File: config.mk
export PLATFORM = sky130hd
export DESIGN_NAME = adc_ddr_deser
export DESIGN_NICKNAME = d
export VERILOG_FILES = /design/src/rtl/adc_des_pkg.sv /design/src/rtl/ddr_capture.sv /design/src/rtl/lane_gearbox.sv /design/src/rtl/frame_aligner.sv /design/src/rtl/adc_ddr_deser.sv
export SDC_FILE = /design/constraint.sdc
export NUM_CORES = 1
export LEC_CHECK = 0
export BUFFER_PORTS_ARGS = -buffer_cell sky130_fd_sc_hd__buf_2
export CAP_MARGIN = 20
export CORE_ASPECT_RATIO = 1.1
export CORE_MARGIN = 10
export CORE_UTILIZATION = 50
export DETAILED_ROUTE_END_ITERATION = 10
export GPL_TIMING_DRIVEN = 0
export PLACE_DENSITY = 0.79
export SLEW_MARGIN = 20
export SYNTH_ARGS = -nofsm -noshare
export SYNTH_HDL_FRONTEND = slang
export SYNTH_SLANG_ARGS = --single-unit
File: constraint.sdc
create_clock -name clk_bit -period 5.5 [get_ports clk_bit]
set_input_delay 0.55 -clock clk_bit [delete_from_list [all_inputs] [get_ports clk_bit]]
set_output_delay 0.55 -clock clk_bit [all_outputs]
set_load 0.02 [all_outputs]
File: src/rtl/adc_des_pkg.sv
package adc_des_pkg;

  typedef enum logic [1:0] {
    AL_HUNT = 2'd0,
    AL_WAIT = 2'd1,
    AL_LOCK = 2'd2
  } align_st_e;

  // Frame-clock word expected at a correct boundary: upper half (rounded up) ones.
  function automatic logic [31:0] frame_pattern(input int w);
    logic [31:0] p;
    p = '0;
    for (int i = 0; i < 32; i++) begin
      if (i < w && i >= w / 2) p[i] = 1'b1;
    end
    return p;
  endfunction

endpackage

File: src/rtl/ddr_capture.sv
module ddr_capture #(
  parameter int LANES = 5
) (
  input  logic             clk,
  input  logic             rst_ni,
  input  logic [LANES-1:0] din,
  output logic [LANES-1:0] rise_q,
  output logic [LANES-1:0] fall_q
);

  // Rising-edge bit: first bit of each bit-clock period.
  always_ff @(posedge clk or negedge rst_ni) begin
    if (!rst_ni) rise_q <= '0;
    else         rise_q <= din;
  end

  // Falling-edge bit: second bit, paired with rise_q at the next rising edge.
  always_ff @(negedge clk or negedge rst_ni) begin
    if (!rst_ni) fall_q <= '0;
    else         fall_q <= din;
  end

endmodule

File: src/rtl/lane_gearbox.sv
module lane_gearbox #(
  parameter int W     = 7,
  parameter int LANES = 5
) (
  input  logic               clk,
  input  logic               rst_ni,
  input  logic [LANES-1:0]   rise_bits,
  input  logic [LANES-1:0]   fall_bits,
  input  logic [1:0]         extra_sel,
  output logic [LANES*W-1:0] words
);

  localparam int HW = W + 2;

  for (genvar i = 0; i < LANES; i++) begin : g_lane
    logic [HW-1:0] hist_q;
    logic [HW-1:0] shifted;

    // Two bits per rising edge, older (rising) bit lands above newer (falling).
    always_ff @(posedge clk or negedge rst_ni) begin
      if (!rst_ni) hist_q <= '0;
      else         hist_q <= {hist_q[HW-3:0], rise_bits[i], fall_bits[i]};
    end

    // extra_sel newest bits already belong to the next word.
    assign shifted          = hist_q >> extra_sel;
    assign words[i*W +: W]  = shifted[W-1:0];
  end

endmodule

File: src/rtl/frame_aligner.sv
module frame_aligner
  import adc_des_pkg::*;
#(
  parameter int W      = 7,
  parameter int LOCK_N = 4,
  parameter int WAIT_N = 2
) (
  input  logic         clk,
  input  logic         rst_ni,
  input  logic [W-1:0] frame_word,
  output logic         word_stb,
  output logic [1:0]   extra_q,
  output logic         slip_q,
  output logic         aligned_q
);

  localparam int AW = $clog2(W + 3) + 1;
  localparam int MW = $clog2(LOCK_N + 1);
  localparam int CW = $clog2(WAIT_N + 1);
  localparam logic [W-1:0] EXP = W'(frame_pattern(W));

  logic [AW-1:0] acc_q, acc_n, sum;
  logic          done_q, done_n;
  logic [1:0]    extra_n;
  align_st_e     st_q, st_n;
  logic [MW-1:0] mcnt_q, mcnt_n;
  logic [CW-1:0] wcnt_q, wcnt_n;
  logic          slip_n, al_n;

  // Bit-position accumulator: 2 bits per cycle, one extra when slipping.
  always_comb begin
    sum     = acc_q + AW'(2) + AW'(slip_q);
    done_n  = (sum >= AW'(W));
    acc_n   = done_n ? (sum - AW'(W)) : sum;
    extra_n = done_n ? acc_n[1:0] : 2'd0;
  end

  // Alignment controller next state.
  always_comb begin
    st_n   = st_q;
    mcnt_n = mcnt_q;
    wcnt_n = wcnt_q;
    slip_n = 1'b0;
    al_n   = aligned_q;
    if (done_q) begin
      unique case (st_q)
        AL_HUNT, AL_LOCK: begin
          if (frame_word == EXP) begin
            if (mcnt_q == MW'(LOCK_N - 1)) begin
              al_n = 1'b1;
              st_n = AL_LOCK;
            end else begin
              mcnt_n = mcnt_q + MW'(1);
            end
          end else begin
            slip_n = 1'b1;
            al_n   = 1'b0;
            mcnt_n = '0;
            wcnt_n = '0;
            st_n   = AL_WAIT;
          end
        end
        AL_WAIT: begin
          if (wcnt_q == CW'(WAIT_N - 1)) begin
            wcnt_n = '0;
            st_n   = AL_HUNT;
          end else begin
            wcnt_n = wcnt_q + CW'(1);
          end
        end
        default: st_n = AL_HUNT;
      endcase
    end
  end

  always_ff @(posedge clk or negedge rst_ni) begin
    if (!rst_ni) begin
      acc_q     <= '0;
      done_q    <= 1'b0;
      extra_q   <= 2'd0;
      st_q      <= AL_HUNT;
      mcnt_q    <= '0;
      wcnt_q    <= '0;
      slip_q    <= 1'b0;
      aligned_q <= 1'b0;
    end else begin
      acc_q     <= acc_n;
      done_q    <= done_n;
      extra_q   <= extra_n;
      st_q      <= st_n;
      mcnt_q    <= mcnt_n;
      wcnt_q    <= wcnt_n;
      slip_q    <= slip_n;
      aligned_q <= al_n;
    end
  end

  assign word_stb = done_q;

  // a slip lasts exactly one cycle
  a_r4_slip_single: assert property (@(posedge clk) disable iff (!rst_ni)
    slip_q |=> !slip_q);
  // a slip only follows a completed frame word
  a_r4_slip_after_frame: assert property (@(posedge clk) disable iff (!rst_ni)
    slip_q |-> $past(done_q));
  // lock is only granted on a frame word
  a_r5_lock_on_frame: assert property (@(posedge clk) disable iff (!rst_ni)
    $rose(aligned_q) |-> $past(done_q));
  // losing lock always restarts the search with a slip
  a_r5_drop_slips: assert property (@(posedge clk) disable iff (!rst_ni)
    $fell(aligned_q) |-> slip_q);
  // bit position stays inside one word
  a_r6_acc_range: assert property (@(posedge clk) disable iff (!rst_ni)
    acc_q < AW'(W));

endmodule

File: src/rtl/adc_ddr_deser.sv
module adc_ddr_deser #(
  parameter int LANE_BITS = 7,
  parameter int CHANNELS  = 2
) (
  input  logic                            clk_bit,
  input  logic                            rst_n,
  input  logic [CHANNELS-1:0]             lane_a,
  input  logic [CHANNELS-1:0]             lane_b,
  input  logic                            frame_in,
  output logic [CHANNELS*2*LANE_BITS-1:0] word_out,
  output logic                            word_valid,
  output logic                            aligned
);

  localparam int W  = LANE_BITS;
  localparam int SW = 2 * W;
  localparam int NL = 2 * CHANNELS + 1;

  logic [1:0]             rs_q;
  logic                   rst_ni;
  logic [NL-1:0]          din, rise_q, fall_q;
  logic [NL*W-1:0]        words;
  logic [1:0]             extra_q;
  logic                   word_stb, slip_q, aligned_q;
  logic [CHANNELS*SW-1:0] assembled, word_q;
  logic                   valid_q;

  // Asynchronous assert, synchronous release.
  always_ff @(posedge clk_bit or negedge rst_n) begin
    if (!rst_n) rs_q <= 2'b00;
    else        rs_q <= {rs_q[0], 1'b1};
  end
  assign rst_ni = rs_q[1];

  assign din = {frame_in, lane_b, lane_a};

  ddr_capture #(.LANES(NL)) u_cap (
    .clk    (clk_bit),
    .rst_ni (rst_ni),
    .din    (din),
    .rise_q (rise_q),
    .fall_q (fall_q)
  );

  lane_gearbox #(.W(W), .LANES(NL)) u_gbx (
    .clk       (clk_bit),
    .rst_ni    (rst_ni),
    .rise_bits (rise_q),
    .fall_bits (fall_q),
    .extra_sel (extra_q),
    .words     (words)
  );

  frame_aligner #(.W(W), .LOCK_N(4), .WAIT_N(2)) u_aln (
    .clk        (clk_bit),
    .rst_ni     (rst_ni),
    .frame_word (words[2*CHANNELS*W +: W]),
    .word_stb   (word_stb),
    .extra_q    (extra_q),
    .slip_q     (slip_q),
    .aligned_q  (aligned_q)
  );

  for (genvar c = 0; c < CHANNELS; c++) begin : g_ch
    assign assembled[c*SW +: SW] = {words[c*W +: W], words[(CHANNELS+c)*W +: W]};
  end

  always_ff @(posedge clk_bit or negedge rst_ni) begin
    if (!rst_ni) begin
      word_q  <= '0;
      valid_q <= 1'b0;
    end else begin
      valid_q <= word_stb;
      if (word_stb) word_q <= assembled;
    end
  end

  assign word_out   = word_q;
  assign word_valid = valid_q;
  assign aligned    = aligned_q;

  // one-cycle strobe per frame
  a_r6_valid_single: assert property (@(posedge clk_bit) disable iff (!rst_ni)
    valid_q |=> !valid_q);
  // output words only change with the strobe
  a_r6_word_with_valid: assert property (@(posedge clk_bit) disable iff (!rst_ni)
    !$stable(word_q) |-> valid_q);
  // when slipping, lock cannot be held
  a_r4_no_slip_locked: assert property (@(posedge clk_bit) disable iff (!rst_ni)
    slip_q |-> !aligned_q);

endmodule

==> impl_metrics.env, run 1 <==
export IMPL_cts_setup_buffers=0
export IMPL_seq_area_frac_synth=0.6302
export IMPL_die_y_um=114.9
export IMPL_drive_gt1_frac=0.3086
export IMPL_cts_root_buffer_cell="clkbuf_8"
export IMPL_ys_types=43
export IMPL_h_tree_depth=3
export IMPL_finalSetupViolations=0
export IMPL_placed_area_um2=4437
export IMPL_crit_family="flip-flops"
export IMPL_setup_tns_ns=0
export IMPL_synth_top_cell_by_area="dfrtp_1"
export IMPL_design_core_area_um2=7955
export IMPL_drc=0
export IMPL_ys_flop_type="dfrtp_1"
export IMPL_drv_cap=0
export IMPL_status="complete, no violations"
export IMPL_first_pass_iters=4
export IMPL_postRouteAntennaNets=0
export IMPL_dieArea_um2=12200
export IMPL_place_hpwl_mm=5.106
export IMPL_gr_total_overflow=0
export IMPL_max_slew_margin=0.5585
export IMPL_netlist_area_leader_share=0.5996
export IMPL_finClkSkew_ns=0.02180
export IMPL_cts_tree="built"
export IMPL_syn_cell_area_um2=4090
export IMPL_critPathMaxFanout=59
export IMPL_crit_chain="buf_16"
export IMPL_worstMarginPinSlew_ns=0.6622
export IMPL_syn_to_final_growth_pct=13.37
export IMPL_grt_pass1_wl_mm=12.47
export IMPL_grt_pass1_vias=2531
export IMPL_timing_final_max_slew_violations=0
export IMPL_cts_sinks=103
export IMPL_max_stage_delay_ns=0.80
export IMPL_synthesis_nets=296
export IMPL_power_total_w=0.002623
export IMPL_antenna_found_initial=0
export IMPL_cts_path_max_buffers=2
export IMPL_power_density_nw_per_um2=565.7
export IMPL_start_util=0.5142
export IMPL_ys_top_cells_by_area="dfrtp_1 (60%), mux4_2 (7.2%), mux2_2 (5.8%)"
export IMPL_critical_path_startpoint_type="flip-flop"
export IMPL_grt_max_degree=60
export IMPL_numPortBuffers=36
export IMPL_fin_nets=345
export IMPL_yosysWarningCount=0
export IMPL_crit_path_end_kind="async pin"
export IMPL_synthArstFlopShare=1.000
export IMPL_synth_edff_count=0
export IMPL_gp_congestion=0.7685
export IMPL_cp_arrival_ns=1.54
export IMPL_nFillCells=622
export IMPL_num_io_pins=37
export IMPL_crit_type="reg -> async"
export IMPL_critPathRequiredTime_ns=3.36
export IMPL_postLayoutCellArea_um2=4637
export IMPL_syn_inst=283
export IMPL_ys_seq_elements=103
export IMPL_die_w_um=106.2
export IMPL_cts_clk_slew_worst_paths_ns=0.11
export IMPL_crit_path_top_delay_cell="dfrtp_4"
export IMPL_hold_viol=0
export IMPL_antenna_cells=0
export IMPL_avgSynthCellArea_um2=14.45
export IMPL_drt_iter0_drc=98
export IMPL_hp_class="in -> reg"
export IMPL_viasPerCell=5.353
export IMPL_numCtsBuffers=9
export IMPL_grt_setup_unrepaired="false"
export IMPL_crit_buf_inv=1
export IMPL_wl_per_cell_um=16.41
export IMPL_num_vias=2382
export IMPL_power_leakage_nw=2.027
export IMPL_clkLatencyLatePin_ns=0.36
export IMPL_finalWirelength_mm=7.301
export IMPL_ir_drop_uv=261.9
export IMPL_track_usage=0.1278
export IMPL_num_rows=34
## layer usage
metal	vias to the layer above	track usage	part of all wire
met1	1228	0.1633	0.46
met2	33	0.2059	0.49
met4	0	0.04788	0.015
met3	7	0.03358	0.033
met5	-	0	0
li1	1114	-	-
## final cells by class
type	instances	area (µm²)	area share
clock inverters	6	62.56	0.01349
inverters	10	37.54	0.008095
repair buffers	38	217.7	0.04695
plain buffers	13	63.81	0.01376
multi-input cells	157	1411	0.3044
flip-flops and latches	103	2581	0.5567
well taps	108	135.1	0.02914
clock buffers	10	127.6	0.02752
## registers in the layout (all words and copies together) (netlist names)
register             count
rs_q                     2
u_aln.st_q               2
u_aln.extra_q            2
u_aln.mcnt_q             3
u_aln.acc_q              5
u_cap.fall_q             5
word_out                28
word_valid               1
u_aln.word_stb           1
u_cap.rise_q             5
u_gbx.g_lane.hist_q     45
u_aln.wcnt_q             2
u_aln.slip_q             1
u_aln.aligned_q          1
## path summary, 6_finish.rpt
| kind | slack (ns) | to | from | cells after the start |
|---|---|---|---|---|
| min reg2reg | 0.33 | u_cap.rise_q[2] | rs_q[1] | 0 |
| min | 0.29 | u_cap.rise_q[3] | lane_b[1] | 1 |
| max reg2reg | 1.82 | u_cap.fall_q[1] | rs_q[1] | 1 |
| max in group clk_bit | 2.30 | u_cap.fall_q[4] | frame_in | 1 |
| min in group asynchronous | 0.33 | u_cap.rise_q[2] | rs_q[1] | 0 |
| max | 1.82 | u_cap.fall_q[1] | rs_q[1] | 1 |
## metrics by stage
step | util | std cells | hold WS [ns] | worst slack (ns)
after CTS | 0.5829 | 445 | 0.2766 | 1.761
after floorplan | - | 283 | 0.2544 | 1.125
final | 0.5829 | 445 | 0.2904 | 1.822
after global placement | 0.5539 | 427 | 0.3317 | 0.6188
after global routing | 0.5829 | 445 | 0.2735 | 1.669
after detailed placement | 0.5577 | 428 | 0.3358 | 1.787
## cell usage after synthesis, drive strengths merged, types with 2 or more instances
cell type and n:
dfrtp 98, mux2 21, a21oi 19, mux4 16
nand2 14, nor2 12, nor2b 11, inv 10
mux2i 8, buf 7, clkbuf 6, ha 6
o21ai 6, dfrtn 5, nand2b 5, a211oi 4
a31o 4, o211ai 4, a22oi 2, and2 2
nand3b 2, nor3 2, o221ai 2, or3b 2
xor2 2
## cell families (layout without fill, tap and decap cells)
family | Yosys count | count (layout) | share of synthesized area
compound gates | 47 | 47 | 0.07954
xor+xnor | 3 | 3 | 0.006425
fa+ha+maj | 6 | 6 | 0.01835
buf+inv | 23 | 77 | 0.02478
flops | 103 | 103 | 0.6302
mux | 45 | 45 | 0.1682
other cells | 1 | 1 | 0.0009168
simple gates | 55 | 55 | 0.07158
## cell usage in the layout (no fill, tap or decap), drive strengths merged, types with 2 or more instances in the layout
cell	Yosys	layout
o211ai	4	4
and2	2	2
clkbuf	6	16
mux2i	8	8
mux4	16	16
dfrtp	98	98
a211oi	4	4
a31o	4	4
nor3	2	2
o221ai	2	2
dfrtn	5	5
or3b	2	2
ha	6	6
nand2b	5	5
buf	7	44
nor2b	11	11
nor2	12	12
nand2	14	14
nand3b	2	2
a21oi	19	19
clkinv	0	2
mux2	21	21
o21ai	6	6
a22oi	2	2
xor2	2	2
inv	10	14
## timing repair
| action | 4_1_cts | 5_1_grt |
|---|---|---|
| endpoints found under the hold margin | 2 | 0 |
| gates resized for setup | 0 | 0 |
| hold buffers | 1 | 0 |
## where the power goes
part | switching, W | internal (W)
registers | 0.000102 | 0.000941
logic | 0.000625 | 0.000505
clock network | 0.000272 | 0.000178
(Power assumes the default switching activity.)
==> run 2: changes to the inputs <==
--- a/config.mk
+++ b/config.mk
@@ -5,6 +5,7 @@
 export SDC_FILE = /design/constraint.sdc
 export NUM_CORES = 1
 export LEC_CHECK = 0
+export ABC_AREA = 1
 export BUFFER_PORTS_ARGS = -buffer_cell sky130_fd_sc_hd__buf_2
 export CAP_MARGIN = 20
 export CORE_ASPECT_RATIO = 1.1
@@ -12,7 +13,7 @@
 export CORE_UTILIZATION = 50
 export DETAILED_ROUTE_END_ITERATION = 10
 export GPL_TIMING_DRIVEN = 0
-export PLACE_DENSITY = 0.79
+export PLACE_DENSITY = 0.82
 export SLEW_MARGIN = 20
 export SYNTH_ARGS = -nofsm -noshare
 export SYNTH_HDL_FRONTEND = slang
==> constraint.sdc (replaced) <==
create_clock -name clk_bit -period 3.2 [get_ports clk_bit]
set_input_delay 0.32 -clock clk_bit [delete_from_list [all_inputs] [get_ports clk_bit]]
set_output_delay 0.32 -clock clk_bit [all_outputs]
set_load 0.02 [all_outputs]
==> run 2 against run 1 <==
Register-to-register slack worse by 1.1 ns. Clock-buffer cell count up 3. Sequential power up 73%. Flip-flop and latch count unchanged. Sequential share of layout area up 0.060 points. Synthesized cell count up 45%. Synthesized area down 0.98%. Wire length up 13%. First-iteration DRC count up 78%. Power up 82%.
==> impl_metrics.env, run 2 <==
export IMPL_reg2reg_slack_ns=0.69
export IMPL_cts_setup_buffers=0
export IMPL_num_rows=34
export IMPL_top_usage_layer="met2"
export IMPL_grt_pass1_vias=3071
export IMPL_max_slew_margin=0.5657
export IMPL_cts_repair_resized=0
export IMPL_synth_edff_count=0
export IMPL_antenna_cells=0
export IMPL_yosysWarningCount=0
export IMPL_timing_final_max_slew_violations=0
export IMPL_finalNonFillerCells=571
export IMPL_wl_per_cell_um=14.40
export IMPL_hold_depth=1
export IMPL_drt_iter0_drc=174
export IMPL_start_util=0.5119
export IMPL_avgSynthCellArea_um2=9.903
export IMPL_hp_class="in -> reg"
export IMPL_grt_pass1_wl_mm=14.27
export IMPL_synth_top_cell_by_area="dfrtp_1"
export IMPL_yosys_top_cells_count="nand2_1 (101), dfrtp_1 (98), inv_1 (29)"
export IMPL_track_usage=0.1441
export IMPL_gp_congestion=0.8980
export IMPL_cp_arrival_ns=1.50
export IMPL_h_tree_depth=3
export IMPL_status="complete, no violations"
export IMPL_critPathMaxFanout=58
export IMPL_ys_seq_elements=103
export IMPL_post_route_util=0.5854
export IMPL_use_met1=0.1638
export IMPL_critical_path_startpoint_type="flip-flop"
export IMPL_drive_gt1_frac=0.1728
export IMPL_place_hpwl_mm=5.934
export IMPL_cts_clk_slew_worst_paths_ns=0.09
export IMPL_crit_chain="buf_16"
export IMPL_reg2reg_from="rs_q[1]"
export IMPL_postRouteAntennaNets=0
export IMPL_power_leakage_nw=2.281
export IMPL_syn_to_final_growth_pct=14.37
export IMPL_worstMarginPinSlew_ns=0.6515
export IMPL_crit_family="flip-flops"
export IMPL_crit_path_top_delay_cell="dfrtp_4"
export IMPL_power_density_nw_per_um2=1029
export IMPL_ys_top_cells_by_area="dfrtp_1 (61%), nand2_1 (9.4%), nand3_1 (3.5%)"
export IMPL_finClkSkew_ns=0.01710
export IMPL_die_w_um=105.8
export IMPL_ys_types=31
export IMPL_min_to="u_cap.rise_q[3]"
export IMPL_worstHoldStart="lane_b[1]"
export IMPL_num_vias=2945
export IMPL_crit_path_end_kind="async pin"
export IMPL_setup_tns_ns=0
export IMPL_numPortBuffers=36
export IMPL_hold_viol=0
export IMPL_die_y_um=114.4
export IMPL_layout_commonest_cell="nand2_1"
export IMPL_grt_use_met3=0.04786
export IMPL_finalWirelength_mm=8.225
export IMPL_finalSetupViolations=0
export IMPL_design_core_area_um2=7913
export IMPL_drc=0
export IMPL_fin_nets=471
export IMPL_crit_type="reg -> async"
export IMPL_yosysMostFrequentCell="nand2_1"
export IMPL_syn_cell_area_um2=4050
export IMPL_largest_reg_flops=45
export IMPL_grt_max_degree=59
export IMPL_placed_area_um2=4397
export IMPL_synthesis_nets=422
export IMPL_final_cell_mix="nand2_1 (101), dfrtp_1 (97), buf_2 (43)"
export IMPL_clkLatencyLatePin_ns=0.35
export IMPL_viasPerCell=5.158
export IMPL_dieArea_um2=12100
export IMPL_num_io_pins=37
export IMPL_netlist_area_leader_share=0.6055
export IMPL_met2_usage=0.2467
export IMPL_ir_drop_uv=465.8
export IMPL_max_stage_delay_ns=0.80
export IMPL_critPathRequiredTime_ns=2.19
export IMPL_seq_area_frac_synth=0.6364
export IMPL_power_total_w=0.004768
export IMPL_top_register="u_gbx.g_lane.hist_q"
export IMPL_antenna_found_initial=0
export IMPL_numCtsBuffers=9
export IMPL_cts_root_buffer_cell="clkbuf_8"
export IMPL_rr_worst_depth=1
export IMPL_cts_path_max_buffers=2
export IMPL_drv_cap=0
export IMPL_ys_flop_type="dfrtp_1"
export IMPL_syn_inst=409
export IMPL_cts_tree="built"
export IMPL_first_pass_iters=4
export IMPL_postLayoutCellArea_um2=4632
export IMPL_cts_sinks=103
export IMPL_synthArstFlopShare=1.000
export IMPL_crit_buf_inv=1
export IMPL_dpl_cell_count=554
export IMPL_r2r_end="u_cap.fall_q[4]"
export IMPL_gr_total_overflow=0
export IMPL_grt_setup_unrepaired="false"
-- run 2: cell count changes after synthesis, sizes merged, moves of 13 or more --
cell / previous run / this run
inv: 10 / 32
o21ai: 6 / 47
nand3: 1 / 28
mux4: 16 / 0
nand2: 14 / 102
a21oi: 19 / 6
or2: 1 / 16
mux2: 21 / 0
-- run 2: kinds of logic after synthesis --
group,synth area share
xor+xnor,0.006489
simple gates,0.1854
other cells,0.0009259
fa+ha+maj,0.01854
flops,0.6364
compound gates,0.09947
buf+inv,0.05283
-- run 2: repair_timing --
item	4_1_cts	5_1_grt
hold buffers	1	0
hold endpoints to repair	2	0
endpoints found under the setup margin	0	0
-- run 2: report_power, final --
group / internal [W] / switching (W)
combinational: 0.000718 / 0.00138
sequential: 0.00162 / 0.000177
clock: 0.000450 / 0.000425
-- run 2: metrics by stage --
stage	hold slack, ns	worst slack [ns]
floorplan	0.02441	0.5635
global placement	0.1052	0.3016
detailed placement	0.1074	0.6341
CTS	0.07037	0.6057
global route	0.05745	0.5158
finish	0.08239	0.6901
-- run 2: routing by layer --
metal	part of all wire	vias to the layer above	wire length [µm]
met5	0	-	0
met4	0.015	0	125
met3	0.070	13	579
met2	0.48	79	3979
met1	0.43	1436	3542
li1	-	1417	-
-- run 2: layout make-up --
type	instances	area (µm²)
tap	108	135.1
buffer	19	91.34
fill	700	3281
clock inverter	3	46.29
clock buffer	13	178.9
timing repair buffer	38	217.7
inverter	32	122.6
multi-input combinational	255	1259
sequential	103	2581
-- run 2: how the worst max path moves through the flow --
stage	start	endpoint	slack, ns	depth (start not counted)
detailed placement	rs_q[1]	u_cap.fall_q[4]	0.63	1
finish	rs_q[1]	u_cap.fall_q[4]	0.69	1
CTS	rs_q[1]	u_cap.fall_q[4]	0.61	1
global route	rs_q[1]	u_cap.fall_q[3]	0.52	1
floorplan	rs_q[1]	u_cap.fall_q[0]	0.56	0
global placement	rs_q[1]	u_cap.fall_q[4]	0.30	0
